==> src/rtl/dplt_pkg.sv <==
package dplt_pkg;

    typedef enum logic [3:0] {
        ST_IDLE,
        ST_RATE,
        ST_CLEAR,
        ST_GAP,
        ST_POWER,
        ST_DRIVE,
        ST_PATTERN,
        ST_SETTLE,
        ST_POLL,
        ST_JUDGE,
        ST_FINISH
    } lt_state_e;

    typedef enum logic [1:0] {
        CTX_INIT,
        CTX_MID,
        CTX_END
    } clr_ctx_e;

    localparam logic [1:0] FAIL_NONE   = 2'd0;
    localparam logic [1:0] FAIL_CR     = 2'd1;
    localparam logic [1:0] FAIL_EQ     = 2'd2;
    localparam logic [1:0] FAIL_ACCESS = 2'd3;

    localparam logic [15:0] ADDR_RATE    = 16'h0100;
    localparam logic [15:0] ADDR_PATTERN = 16'h0102;
    localparam logic [15:0] ADDR_DRIVE   = 16'h0103;
    localparam logic [15:0] ADDR_STATUS  = 16'h0202;
    localparam logic [15:0] ADDR_POWER   = 16'h0600;

    localparam int MAX_LANES    = 4;
    localparam int CR_STALL_LIM = 5;
    localparam int EQ_POLL_LIM  = 5;

    localparam logic [7:0] PAT_PHASE1 = 8'h21;
    localparam logic [7:0] PAT_FLAG   = 8'h20;

endpackage

==> src/rtl/dplt_countdown.sv <==
module dplt_countdown #(
    parameter int W = 8
) (
    input  logic         clk,
    input  logic         rst_n,
    input  logic         load,
    input  logic [W-1:0] value,
    output logic         zero
);
    logic [W-1:0] cnt;

    always_ff @(posedge clk or negedge rst_n) begin
        if (!rst_n)
            cnt <= '0;
        else if (load)
            cnt <= value;
        else if (cnt != '0)
            cnt <= cnt - 1'b1;
    end

    assign zero = (cnt == '0);
endmodule

==> src/rtl/dplt_lane_eval.sv <==
module dplt_lane_eval #(
    parameter int LANES = 4
) (
    input  logic [2:0]         lanes_n,
    input  logic [4*LANES-1:0] lane_stat,
    input  logic               aligned,
    input  logic [4*LANES-1:0] adjust,
    output logic               cr_ok,
    output logic               eq_ok,
    output logic [1:0]         max_sw,
    output logic [1:0]         max_pe
);
    logic [LANES-1:0] active;
    logic [LANES-1:0] cr_lane;
    logic [LANES-1:0] eq_lane;

    for (genvar g = 0; g < LANES; g++) begin : g_lane
        assign active[g]  = (int'(lanes_n) > g);
        assign cr_lane[g] = !active[g] || lane_stat[4*g];
        assign eq_lane[g] = !active[g] || (&lane_stat[4*g +: 3]);
    end

    assign cr_ok = &cr_lane;
    assign eq_ok = aligned && (&eq_lane);

    always_comb begin
        max_sw = 2'd0;
        max_pe = 2'd0;
        for (int i = 0; i < LANES; i++) begin
            if (active[i]) begin
                if (adjust[4*i +: 2] > max_sw)
                    max_sw = adjust[4*i +: 2];
                if (adjust[4*i+2 +: 2] > max_pe)
                    max_pe = adjust[4*i+2 +: 2];
            end
        end
    end
endmodule

==> src/rtl/dplt_drive_enc.sv <==
module dplt_drive_enc (
    input  logic [1:0] sw,
    input  logic [1:0] pe,
    output logic       legal,
    output logic [7:0] code
);
    always_comb begin
        legal = ({1'b0, sw} + {1'b0, pe}) <= 3'd3;
        code  = {2'b00, (pe == 2'd3), pe, (sw == 2'd3), sw};
    end
endmodule

==> src/rtl/dp_link_trainer.sv <==
module dp_link_trainer
    import dplt_pkg::*;
#(
    parameter int INTERVAL_W  = 16,
    parameter int ACK_TIMEOUT = 64
) (
    input  logic                  clk,
    input  logic                  rst_n,
    input  logic                  start,
    input  logic [2:0]            lane_cfg,
    input  logic [7:0]            link_rate,
    input  logic                  tps3_ok,
    input  logic [INTERVAL_W-1:0] interval_cycles,
    output logic                  acc_req,
    output logic                  acc_we,
    output logic [15:0]           acc_addr,
    output logic [2:0]            acc_len,
    output logic [31:0]           acc_wdata,
    input  logic                  acc_ack,
    input  logic                  acc_err,
    input  logic [47:0]           acc_rdata,
    output logic                  done,
    output logic                  pass,
    output logic [1:0]            fail_code,
    output logic                  busy
);
    localparam int WAIT_W = INTERVAL_W + 4;
    localparam int TO_W   = $clog2(ACK_TIMEOUT + 1);

    lt_state_e st, nxt;
    clr_ctx_e  ctx;

    logic                  phase2;
    logic                  entering;
    logic [1:0]            sw, pe, old_sw;
    logic [2:0]            tries;
    logic [2:0]            lanes_q;
    logic [7:0]            rate_q;
    logic                  tps3_q;
    logic [INTERVAL_W-1:0] intv_q;
    logic [47:0]           stat_q;
    logic                  pass_q;
    logic [1:0]            code_q;

    // Evaluation of the captured status
    logic       cr_ok, eq_ok;
    logic [1:0] req_sw, req_pe;

    dplt_lane_eval #(.LANES(MAX_LANES)) u_eval (
        .lanes_n  (lanes_q),
        .lane_stat(stat_q[15:0]),
        .aligned  (stat_q[16]),
        .adjust   (stat_q[47:32]),
        .cr_ok    (cr_ok),
        .eq_ok    (eq_ok),
        .max_sw   (req_sw),
        .max_pe   (req_pe)
    );

    // Drive encoding for present levels and for newly requested levels
    logic       cur_legal, new_legal;
    logic [7:0] cur_code, new_code;

    dplt_drive_enc u_enc_cur (.sw(sw),     .pe(pe),     .legal(cur_legal), .code(cur_code));
    dplt_drive_enc u_enc_new (.sw(req_sw), .pe(req_pe), .legal(new_legal), .code(new_code));

    // Wait timer (gap and settle) and access timeout
    logic              wait_load, wait_zero;
    logic [WAIT_W-1:0] wait_val;
    logic              to_load, to_zero;
    logic              timeout;
    logic              is_access;
    logic              acc_fin_ok, acc_fin_bad;

    always_comb begin
        if (nxt == ST_SETTLE && phase2 == 1'b0 && st != ST_CLEAR)
            wait_val = WAIT_W'({intv_q, 3'b000}) + WAIT_W'({intv_q, 1'b0});
        else
            wait_val = WAIT_W'(intv_q);
    end

    assign wait_load = ((nxt == ST_SETTLE) && (st != ST_SETTLE)) ||
                       ((nxt == ST_GAP) && (st != ST_GAP));

    dplt_countdown #(.W(WAIT_W)) u_wait (
        .clk(clk), .rst_n(rst_n), .load(wait_load), .value(wait_val), .zero(wait_zero)
    );

    assign to_load = !acc_req || acc_ack || acc_err;

    dplt_countdown #(.W(TO_W)) u_timeout (
        .clk(clk), .rst_n(rst_n), .load(to_load), .value(TO_W'(ACK_TIMEOUT)), .zero(to_zero)
    );

    assign is_access = (st == ST_RATE) || (st == ST_CLEAR) || (st == ST_POWER) ||
                       (st == ST_DRIVE) || (st == ST_PATTERN) || (st == ST_POLL);
    assign timeout     = is_access && to_zero;
    assign acc_fin_bad = is_access && (acc_err || timeout);
    assign acc_fin_ok  = is_access && acc_ack && !acc_err;

    // Judgement of a poll
    logic       stuck;
    logic [2:0] tries_inc;
    logic       j_ok, j_fail;
    logic [2:0] j_tries;

    always_comb begin
        stuck     = (sw == old_sw);
        tries_inc = tries + 3'd1;
        j_ok      = phase2 ? eq_ok : cr_ok;
        if (phase2) begin
            j_fail  = !j_ok && (int'(tries_inc) > EQ_POLL_LIM);
            j_tries = tries_inc;
        end else begin
            j_fail  = !j_ok && ((sw == 2'd3) || (stuck && int'(tries_inc) >= CR_STALL_LIM));
            j_tries = stuck ? tries_inc : 3'd0;
        end
    end

    // Next-state logic
    always_comb begin
        nxt = st;
        unique case (st)
            ST_IDLE:    if (start) nxt = ST_RATE;
            ST_RATE:    if (acc_fin_bad) nxt = ST_FINISH; else if (acc_fin_ok) nxt = ST_CLEAR;
            ST_CLEAR:   if (acc_fin_bad) nxt = ST_FINISH; else if (acc_fin_ok) nxt = ST_GAP;
            ST_GAP: begin
                if (wait_zero) begin
                    unique case (ctx)
                        CTX_INIT: nxt = ST_POWER;
                        CTX_MID:  nxt = cur_legal ? ST_DRIVE : ST_PATTERN;
                        default:  nxt = ST_FINISH;
                    endcase
                end
            end
            ST_POWER: begin
                if (acc_fin_bad)     nxt = ST_FINISH;
                else if (acc_fin_ok) nxt = cur_legal ? ST_DRIVE : ST_PATTERN;
            end
            ST_DRIVE: begin
                if (acc_fin_bad)     nxt = ST_FINISH;
                else if (acc_fin_ok) nxt = entering ? ST_PATTERN : ST_SETTLE;
            end
            ST_PATTERN: if (acc_fin_bad) nxt = ST_FINISH; else if (acc_fin_ok) nxt = ST_SETTLE;
            ST_SETTLE:  if (wait_zero) nxt = ST_POLL;
            ST_POLL:    if (acc_fin_bad) nxt = ST_FINISH; else if (acc_fin_ok) nxt = ST_JUDGE;
            ST_JUDGE: begin
                if (j_ok || j_fail) nxt = ST_CLEAR;
                else                nxt = new_legal ? ST_DRIVE : ST_SETTLE;
            end
            ST_FINISH:  nxt = ST_IDLE;
            default:    nxt = ST_IDLE;
        endcase
    end

    // State register and datapath registers
    always_ff @(posedge clk or negedge rst_n) begin
        if (!rst_n) begin
            st       <= ST_IDLE;
            ctx      <= CTX_INIT;
            phase2   <= 1'b0;
            entering <= 1'b0;
            sw       <= 2'd0;
            pe       <= 2'd0;
            old_sw   <= 2'd0;
            tries    <= 3'd0;
            lanes_q  <= 3'd4;
            rate_q   <= 8'd0;
            tps3_q   <= 1'b0;
            intv_q   <= '0;
            stat_q   <= '0;
            pass_q   <= 1'b0;
            code_q   <= FAIL_NONE;
        end else begin
            st <= nxt;
            if (acc_fin_bad) begin
                pass_q <= 1'b0;
                code_q <= FAIL_ACCESS;
            end
            unique case (st)
                ST_IDLE: begin
                    if (start) begin
                        lanes_q  <= (lane_cfg == 3'd1) ? 3'd1 : (lane_cfg == 3'd2) ? 3'd2 : 3'd4;
                        rate_q   <= link_rate;
                        tps3_q   <= tps3_ok;
                        intv_q   <= interval_cycles;
                        ctx      <= CTX_INIT;
                        phase2   <= 1'b0;
                        entering <= 1'b1;
                        sw       <= 2'd0;
                        pe       <= 2'd0;
                        old_sw   <= 2'd0;
                        tries    <= 3'd0;
                        pass_q   <= 1'b0;
                        code_q   <= FAIL_NONE;
                    end
                end
                ST_GAP: if (wait_zero && ctx == CTX_MID) entering <= 1'b1;
                ST_PATTERN: if (acc_fin_ok) entering <= 1'b0;
                ST_POLL: if (acc_fin_ok) stat_q <= acc_rdata;
                ST_JUDGE: begin
                    if (j_ok) begin
                        if (!phase2) begin
                            phase2 <= 1'b1;
                            tries  <= 3'd0;
                            ctx    <= CTX_MID;
                        end else begin
                            ctx    <= CTX_END;
                            pass_q <= 1'b1;
                            code_q <= FAIL_NONE;
                        end
                    end else if (j_fail) begin
                        ctx    <= CTX_END;
                        pass_q <= 1'b0;
                        code_q <= phase2 ? FAIL_EQ : FAIL_CR;
                    end else begin
                        tries <= j_tries;
                        if (!phase2 && !stuck)
                            old_sw <= sw;
                        sw       <= req_sw;
                        pe       <= req_pe;
                        entering <= 1'b0;
                    end
                end
                default: ;
            endcase
        end
    end

    // Output decode
    always_comb begin
        acc_req   = is_access;
        acc_we    = (st != ST_POLL);
        acc_addr  = 16'h0000;
        acc_len   = 3'd0;
        acc_wdata = 32'h0;
        unique case (st)
            ST_RATE: begin
                acc_addr  = ADDR_RATE;
                acc_len   = 3'd2;
                acc_wdata = {16'h0, 5'd0, lanes_q, rate_q};
            end
            ST_CLEAR: begin
                acc_addr = ADDR_PATTERN;
                acc_len  = 3'd1;
            end
            ST_POWER: begin
                acc_addr  = ADDR_POWER;
                acc_len   = 3'd1;
                acc_wdata = 32'h1;
            end
            ST_DRIVE: begin
                acc_addr  = ADDR_DRIVE;
                acc_len   = 3'd4;
                acc_wdata = {4{cur_code}};
            end
            ST_PATTERN: begin
                acc_addr  = ADDR_PATTERN;
                acc_len   = 3'd1;
                acc_wdata = {24'h0, phase2 ? (PAT_FLAG | (tps3_q ? 8'h03 : 8'h02)) : PAT_PHASE1};
            end
            ST_POLL: begin
                acc_addr = ADDR_STATUS;
                acc_len  = 3'd6;
            end
            default: ;
        endcase
        done      = (st == ST_FINISH);
        busy      = (st != ST_IDLE);
        pass      = pass_q;
        fail_code = code_q;
    end
endmodule

==> config.mk <==
export PLATFORM = sky130hd
export DESIGN_NAME = dp_link_trainer
export DESIGN_NICKNAME = d
export VERILOG_FILES = /design/src/rtl/dplt_pkg.sv /design/src/rtl/dplt_countdown.sv /design/src/rtl/dplt_lane_eval.sv /design/src/rtl/dplt_drive_enc.sv /design/src/rtl/dp_link_trainer.sv
export SDC_FILE = /design/constraint.sdc
export NUM_CORES = 1
export LEC_CHECK = 0
export ABC_AREA = 0
export BUFFER_PORTS_ARGS = -buffer_cell sky130_fd_sc_hd__buf_2
export CAP_MARGIN = 20
export CORE_ASPECT_RATIO = 2
export CORE_MARGIN = 5
export CORE_UTILIZATION = 62
export DETAILED_ROUTE_END_ITERATION = 10
export PLACE_DENSITY = 0.88
export SKIP_CTS_REPAIR_TIMING = 1
export SYNTH_ARGS = -nofsm -noshare
export SYNTH_HDL_FRONTEND = slang
export SYNTH_HIERARCHICAL = 1
export SYNTH_SLANG_ARGS = --single-unit
==> constraint.sdc <==
create_clock -name clk -period 17.3 [get_ports clk]
set_clock_uncertainty 0.15 [all_clocks]
set_input_delay 1.73 -clock clk [delete_from_list [all_inputs] [get_ports clk]]
set_output_delay 1.73 -clock clk [all_outputs]
set_load 0.01 [all_outputs]
==> flow_summary.yaml, run 1 <==
run_status:
  status: "completed"
timing:
  number_of_max_slew_violations_in_the_final_report: 0
  fmaxAchievable_mhz: 149
  timing.hold.ws_ps: 332
  rsz0062_at_grt: "false"
  fin_crit_ps: 6710
  finalHoldViolations: 0
  tightestPinTransition_ps: 895
  setup_viol: 0
  max-slew-margin-rel_pct: 40.0
  finalCritPeriodShare_pct: 38.8
  timing.setup.tns_ps: 0
detailed_routing:
  antenna_violating_nets_post_route: 0
  dr_pass1_iterations: 5
  first_iter_violations: 330
  drcViolationCount: 0
  final_wl_microns: 17700
  route.detailed.wl_per_inst_microns: 17.4
  mean_number_of_vias_per_cell: 5.93
  dr_total_vias: 6051
die:
  core_sq_mm: 0.0118
  fp.dieH_microns: 165
  floorplan.initialDensity_pct: 63.0
  width_of_the_die_microns: 87.3
  io_pins: 139
  num_rows: 56
  fp.dieArea_sq_mm: 0.0144
cts:
  tritoncts: "done"
  cts_num_sinks: 104
  tritoncts.num_buffers: 9
  root_driver: "sky130_fd_sc_hd__clkbuf_16"
  htree_levels: 3
  clk_latency_ps: 350
  cts.clk_slew.worst_paths_ps: 70
  cts-root-to-sink-buffers: 2
pwr:
  irDropWorstVdd_mv: 0.120
  p_clk_share_pct: 13.9
  p_sw_share_pct: 45.1
  p_total_mw: 1.52
  p_int_uw: 835
  leakagePower_nw: 4.03
  power.density_mw_per_mm2: 187
  seqPwrFrac_pct: 30.8
  comb_power_share_pct: 55.4
  power.switching_uw: 686
worst_setup_path:
  reg2regPathDepth: 25
  start_kind: "flop"
  number_of_buffers_and_inverters_on_the_critical_path: 2
  critical_path_sink_type: "flop"
  crit_path_end: "u_wait/cnt[3]"
  worst_path_max_delay_cell: "sky130_fd_sc_hd__nand4_2"
  timing.critical_path.fanout_max: 20
  critPathLaunch: "lanes_q[1]"
  worst_path_dominant_cell_family: "compound AO/OA/AOI/OAI gates"
  critical_path_cell_count: 25
  crit_top_cell: "sky130_fd_sc_hd__ha_1"
  crit-reg2reg-launch: "lanes_q[1]"
  worstReg2RegEnd: "u_wait/cnt[3]"
  worst-setup-path-type: "flop to flop"
  timing.critical_path.required_ps: 17380
  worst_path_largest_cell_delay_ps: 550
  worst-r2r-setup-slack_ps: 10590
  crit_path_arrival_time_ps: 6800
grt:
  vias_in_the_first_global_route: 6165
  number_of_antenna_violations_at_the_first_check_in_global_routing: 0
  grt_pass1_wl_microns: 28500
  grt_start_max_net_pins: 65
  global_route.usage.total_pct: 25.2
  globalRoute.totalOverflow: 0
placement:
  dp.final_hpwl_microns: 13400
  port_bufs: 102
  gpl.final_weighted_congestion: 0.945
  numPlacedInstances: 1004
synth:
  post_synth.cell_area_avg_sq_um: 9.29
  synthesis.area_sq_mm: 0.00742
  ys.warnings.count: 6
  synthesis.instances: 798
finish:
  drive_gt1_share_pct: 25.0
  finalCoreUtilization_pct: 69.1
  areaGrowthSynthToFinish_pct: 9.63
  fill_cells: 950
  fin_nets: 994
  multi_input_gate_area_sq_mm: 0.00435
  antenna_cells: 0
  ff_latch_area_sq_mm: 0.00260
  stdcell_count: 1020
flow_run:
  maxCapViolations: 0
hold_path:
  min-delay-path-class: "flop to flop"
-- cell type report --
type	count	area share, %
Clock buffer	10	2.94
Clock inverter	6	0.846
Inverter	37	1.71
Multi-Input combinational cell	611	53.5
Sequential cell	104	32.0
Tap cell	145	2.23
Timing Repair Buffer	107	6.77
-- power by group through the flow --
stage	registers (mW)	clock network, mW	logic, mW
6_report	0.468	0.211	0.842
5_1_grt	0.484	0.223	0.937
4_1_cts	0.466	0.216	0.841
3_5_place_dp	0.468	0	0.834
3_3_place_gp	0.466	0	0.802
2_1_floorplan	0.411	0	0.697
-- worst min-delay path: cells and delay by family (launching register included) --
| kind | cells | cell delay (ps) |
|---|---|---|
| flops | 1 | 350 |
| simple gates | 2 | 110 |
-- placed cells by master, fill, tap and decap left out, drive strengths merged, types with 19 or more instances in the layout --
| cell type | instances |
|---|---|
| a21oi | 22 |
| ha | 40 |
| buf | 107 |
| nor2 | 46 |
| o21ai | 53 |
| xnor2 | 20 |
| inv | 37 |
| nor3 | 19 |
| nand2 | 121 |
| dfrtp | 103 |
| conb | 20 |
| mux2 | 48 |
-- registers in the layout (all words and copies together) (netlist names) --
signal	flops
ctx	2
entering	1
fail_code	2
intv_q	16
lanes_q	3
old_sw	2
pass	1
pe	2
phase2	1
rate_q	8
st	4
stat_q	29
sw	2
tps3_q	1
tries	3
u_timeout/cnt	7
u_wait/cnt	20
-- worst min path at each step --
stage	end	depth (start not counted)	slack, ps	startpoint
global route	tps3_q	2	370	tps3_q
CTS	rate_q[5]	2	330	rate_q[5]
finish	rate_q[4]	2	330	rate_q[4]
detailed placement	rate_q[5]	2	310	rate_q[5]
floorplan	tps3_q	2	300	tps3_q
global placement	rate_q[7]	2	310	rate_q[7]
-- layer usage --
metal	wire, microns	vias up	GRT usage [%]
li1	-	2904	-
met1	6020	2894	25.9
met2	9950	196	46.6
met3	924	57	4.69
met4	812	0	13.5
met5	0	-	0
-- per-stage QoR --
step                worst slack [ps]  area (sq um)
finish                         10590          8130
detailed placement             10630          7820
floorplan                      11540          7480
global placement               10720          7820
CTS                            10620          8130
global route                   10210          8130
Power figures use the tool's default switching activity.
==> run 2: changes to the inputs <==
--- a/config.mk
+++ b/config.mk
@@ -10,9 +10,9 @@
 export CAP_MARGIN = 20
 export CORE_ASPECT_RATIO = 2
 export CORE_MARGIN = 5
-export CORE_UTILIZATION = 62
+export CORE_UTILIZATION = 57
 export DETAILED_ROUTE_END_ITERATION = 10
-export PLACE_DENSITY = 0.88
+export PLACE_DENSITY = 0.81
 export SKIP_CTS_REPAIR_TIMING = 1
 export SYNTH_ARGS = -nofsm -noshare
 export SYNTH_HDL_FRONTEND = slang
==> constraint.sdc (replaced) <==
create_clock -name clk -period 6.54 [get_ports clk]
set_clock_uncertainty 0.15 [all_clocks]
set_input_delay 0.654 -clock clk [delete_from_list [all_inputs] [get_ports clk]]
set_output_delay 0.654 -clock clk [all_outputs]
set_load 0.01 [all_outputs]
==> run 2 against run 1 <==
Core utilization fell by 5.6 points. Via count fell by 0.40%. Combinational power rose to 2.7 times the previous value. Global-route usage fell by 2.3 points. Register-to-register slack got worse by 10000 ps. Critical path type unchanged. Sequential share of layout area fell by 0.29 points. Sequential power rose to 2.6 times the previous value. Non-clock buffer count rose by 4. Design area rose by 0.91%. Worst setup slack got worse by 10000 ps.
==> flow_summary.yaml, run 2 (same netlist as run 1, synthesis figures left out) <==
run_status:
  status: "completed"
die:
  fp.dieH_microns: 171
  num_rows: 59
  io_pins: 139
  core_sq_mm: 0.0129
  fp.dieArea_sq_mm: 0.0155
  width_of_the_die_microns: 90.7
  floorplan.initialDensity_pct: 57.4
timing:
  tightestPinTransition_ps: 838
  max-slew-margin-rel_pct: 43.9
  rsz0062_at_grt: "false"
  number_of_max_slew_violations_in_the_final_report: 0
  fmaxAchievable_mhz: 164
  finalHoldViolations: 0
  timing.setup.tns_ps: 0
  finalCritPeriodShare_pct: 93.5
  fin_crit_ps: 6110
  setup_viol: 0
cts:
  clk_latency_ps: 340
  tritoncts: "done"
  cts_num_sinks: 104
  cts.clk_slew.worst_paths_ps: 70
  htree_levels: 3
  root_driver: "sky130_fd_sc_hd__clkbuf_16"
  cts-root-to-sink-buffers: 2
  tritoncts.num_buffers: 9
grt:
  number_of_antenna_violations_at_the_first_check_in_global_routing: 0
  global_route.usage.total_pct: 22.9
  vias_in_the_first_global_route: 6212
  grt_start_max_net_pins: 58
  globalRoute.totalOverflow: 0
  grt_pass1_wl_microns: 28900
worst_setup_path:
  worst_path_dominant_cell_family: "compound AO/OA/AOI/OAI gates"
  number_of_buffers_and_inverters_on_the_critical_path: 3
  critical_path_sink_type: "flop"
  timing.critical_path.fanout_max: 15
  crit_path_arrival_time_ps: 6190
  start_kind: "flop"
  timing.critical_path.required_ps: 6620
  critPathLaunch: "lanes_q[2]"
  worst_path_max_delay_cell: "sky130_fd_sc_hd__or4_4"
  crit_top_cell: "sky130_fd_sc_hd__ha_1"
  worst_path_largest_cell_delay_ps: 430
  worst-setup-path-type: "flop to flop"
  crit-reg2reg-launch: "lanes_q[2]"
placement:
  dp.final_hpwl_microns: 13600
  port_bufs: 102
  gpl.final_weighted_congestion: 0.937
detailed_routing:
  dr_total_vias: 6027
  route.detailed.wl_per_inst_microns: 17.3
  final_wl_microns: 17900
  mean_number_of_vias_per_cell: 5.85
  first_iter_violations: 240
  antenna_violating_nets_post_route: 0
  dr_pass1_iterations: 4
  drcViolationCount: 0
finish:
  regMostFlops: "stat_q"
  areaGrowthSynthToFinish_pct: 10.6
  drive_gt1_share_pct: 25.4
  layout_commonest_cell: "sky130_fd_sc_hd__nand2_1"
  antenna_cells: 0
  fin_nets: 998
  most-common-layout-cells: "sky130_fd_sc_hd__nand2_1, sky130_fd_sc_hd__dfrtp_1, sky130_fd_sc_hd__buf_2"
  largest_reg_flops: 29
  largest_registers: "stat_q x29, u_wait/cnt x20, intv_q x16"
  finalCoreUtilization_pct: 63.5
pwr:
  leakagePower_nw: 4.05
  p_clk_share_pct: 13.6
  power.density_mw_per_mm2: 492
  seqPwrFrac_pct: 30.2
  p_sw_share_pct: 45.2
  comb_power_share_pct: 56.2
  power.switching_mw: 1.83
  irDropWorstVdd_mv: 0.295
  p_int_mw: 2.21
  p_total_mw: 4.04
flow_run:
  maxCapViolations: 0
hold_path:
  min-delay-path-class: "input port to asynchronous set/reset pin"
[run 2: cell count changes in the layout (fill, tap and decap cells not counted), sizes merged]
cell	change
clkinvlp	+1
buf	+4
clkinv	-3
inv	+2
[run 2: final cells by class]
| cell class | instances | area, sq um |
|---|---|---|
| fill | 1058 | 4710 |
| multi-input combinational | 611 | 4360 |
| sequential | 104 | 2600 |
| timing repair buffer | 111 | 613 |
| clock buffer | 10 | 229 |
| tap | 152 | 190 |
| inverter | 37 | 139 |
| clock inverter | 6 | 67.6 |
[run 2: metrics by stage]
stage,worst slack [ps],hold slack [ps],cells,instance area (sq um)
2_1_floorplan,777,208,815,7480
3_3_place_gp,455,309,1014,7870
3_5_place_dp,332,317,1015,7900
4_1_cts,315,186,1031,8190
5_1_grt,16.7,213,1031,8210
6_report,427,162,1031,8210
[run 2: path summary, 6_finish.rpt]
path,end,slack (ps),depth (start not counted)
hold reg to reg,rate_q[4],340,2
setup / recovery,u_wait/cnt[6],430,26
min in group clk,rate_q[4],340,2
max in group asynchronous,intv_q[15],4900,2
setup reg to reg,u_wait/cnt[6],430,26
hold / removal,pass,160,1
[run 2: layer usage]
layer,global-route usage (%),part of all wire (%),vias to the layer above
li1,-,-,2907
met1,22.6,34,2901
met2,44.6,57,158
met3,3.06,3.8,61
met4,13.4,5.3,0
met5,0,0,-
[run 2: power groups by stage]
stage	registers (mW)	logic [mW]	clock network [mW]
floorplan	1.09	1.84	0
global placement	1.21	2.17	0
detailed placement	1.22	2.24	0
CTS	1.22	2.26	0.562
global route	1.26	2.54	0.588
finish	1.22	2.27	0.547
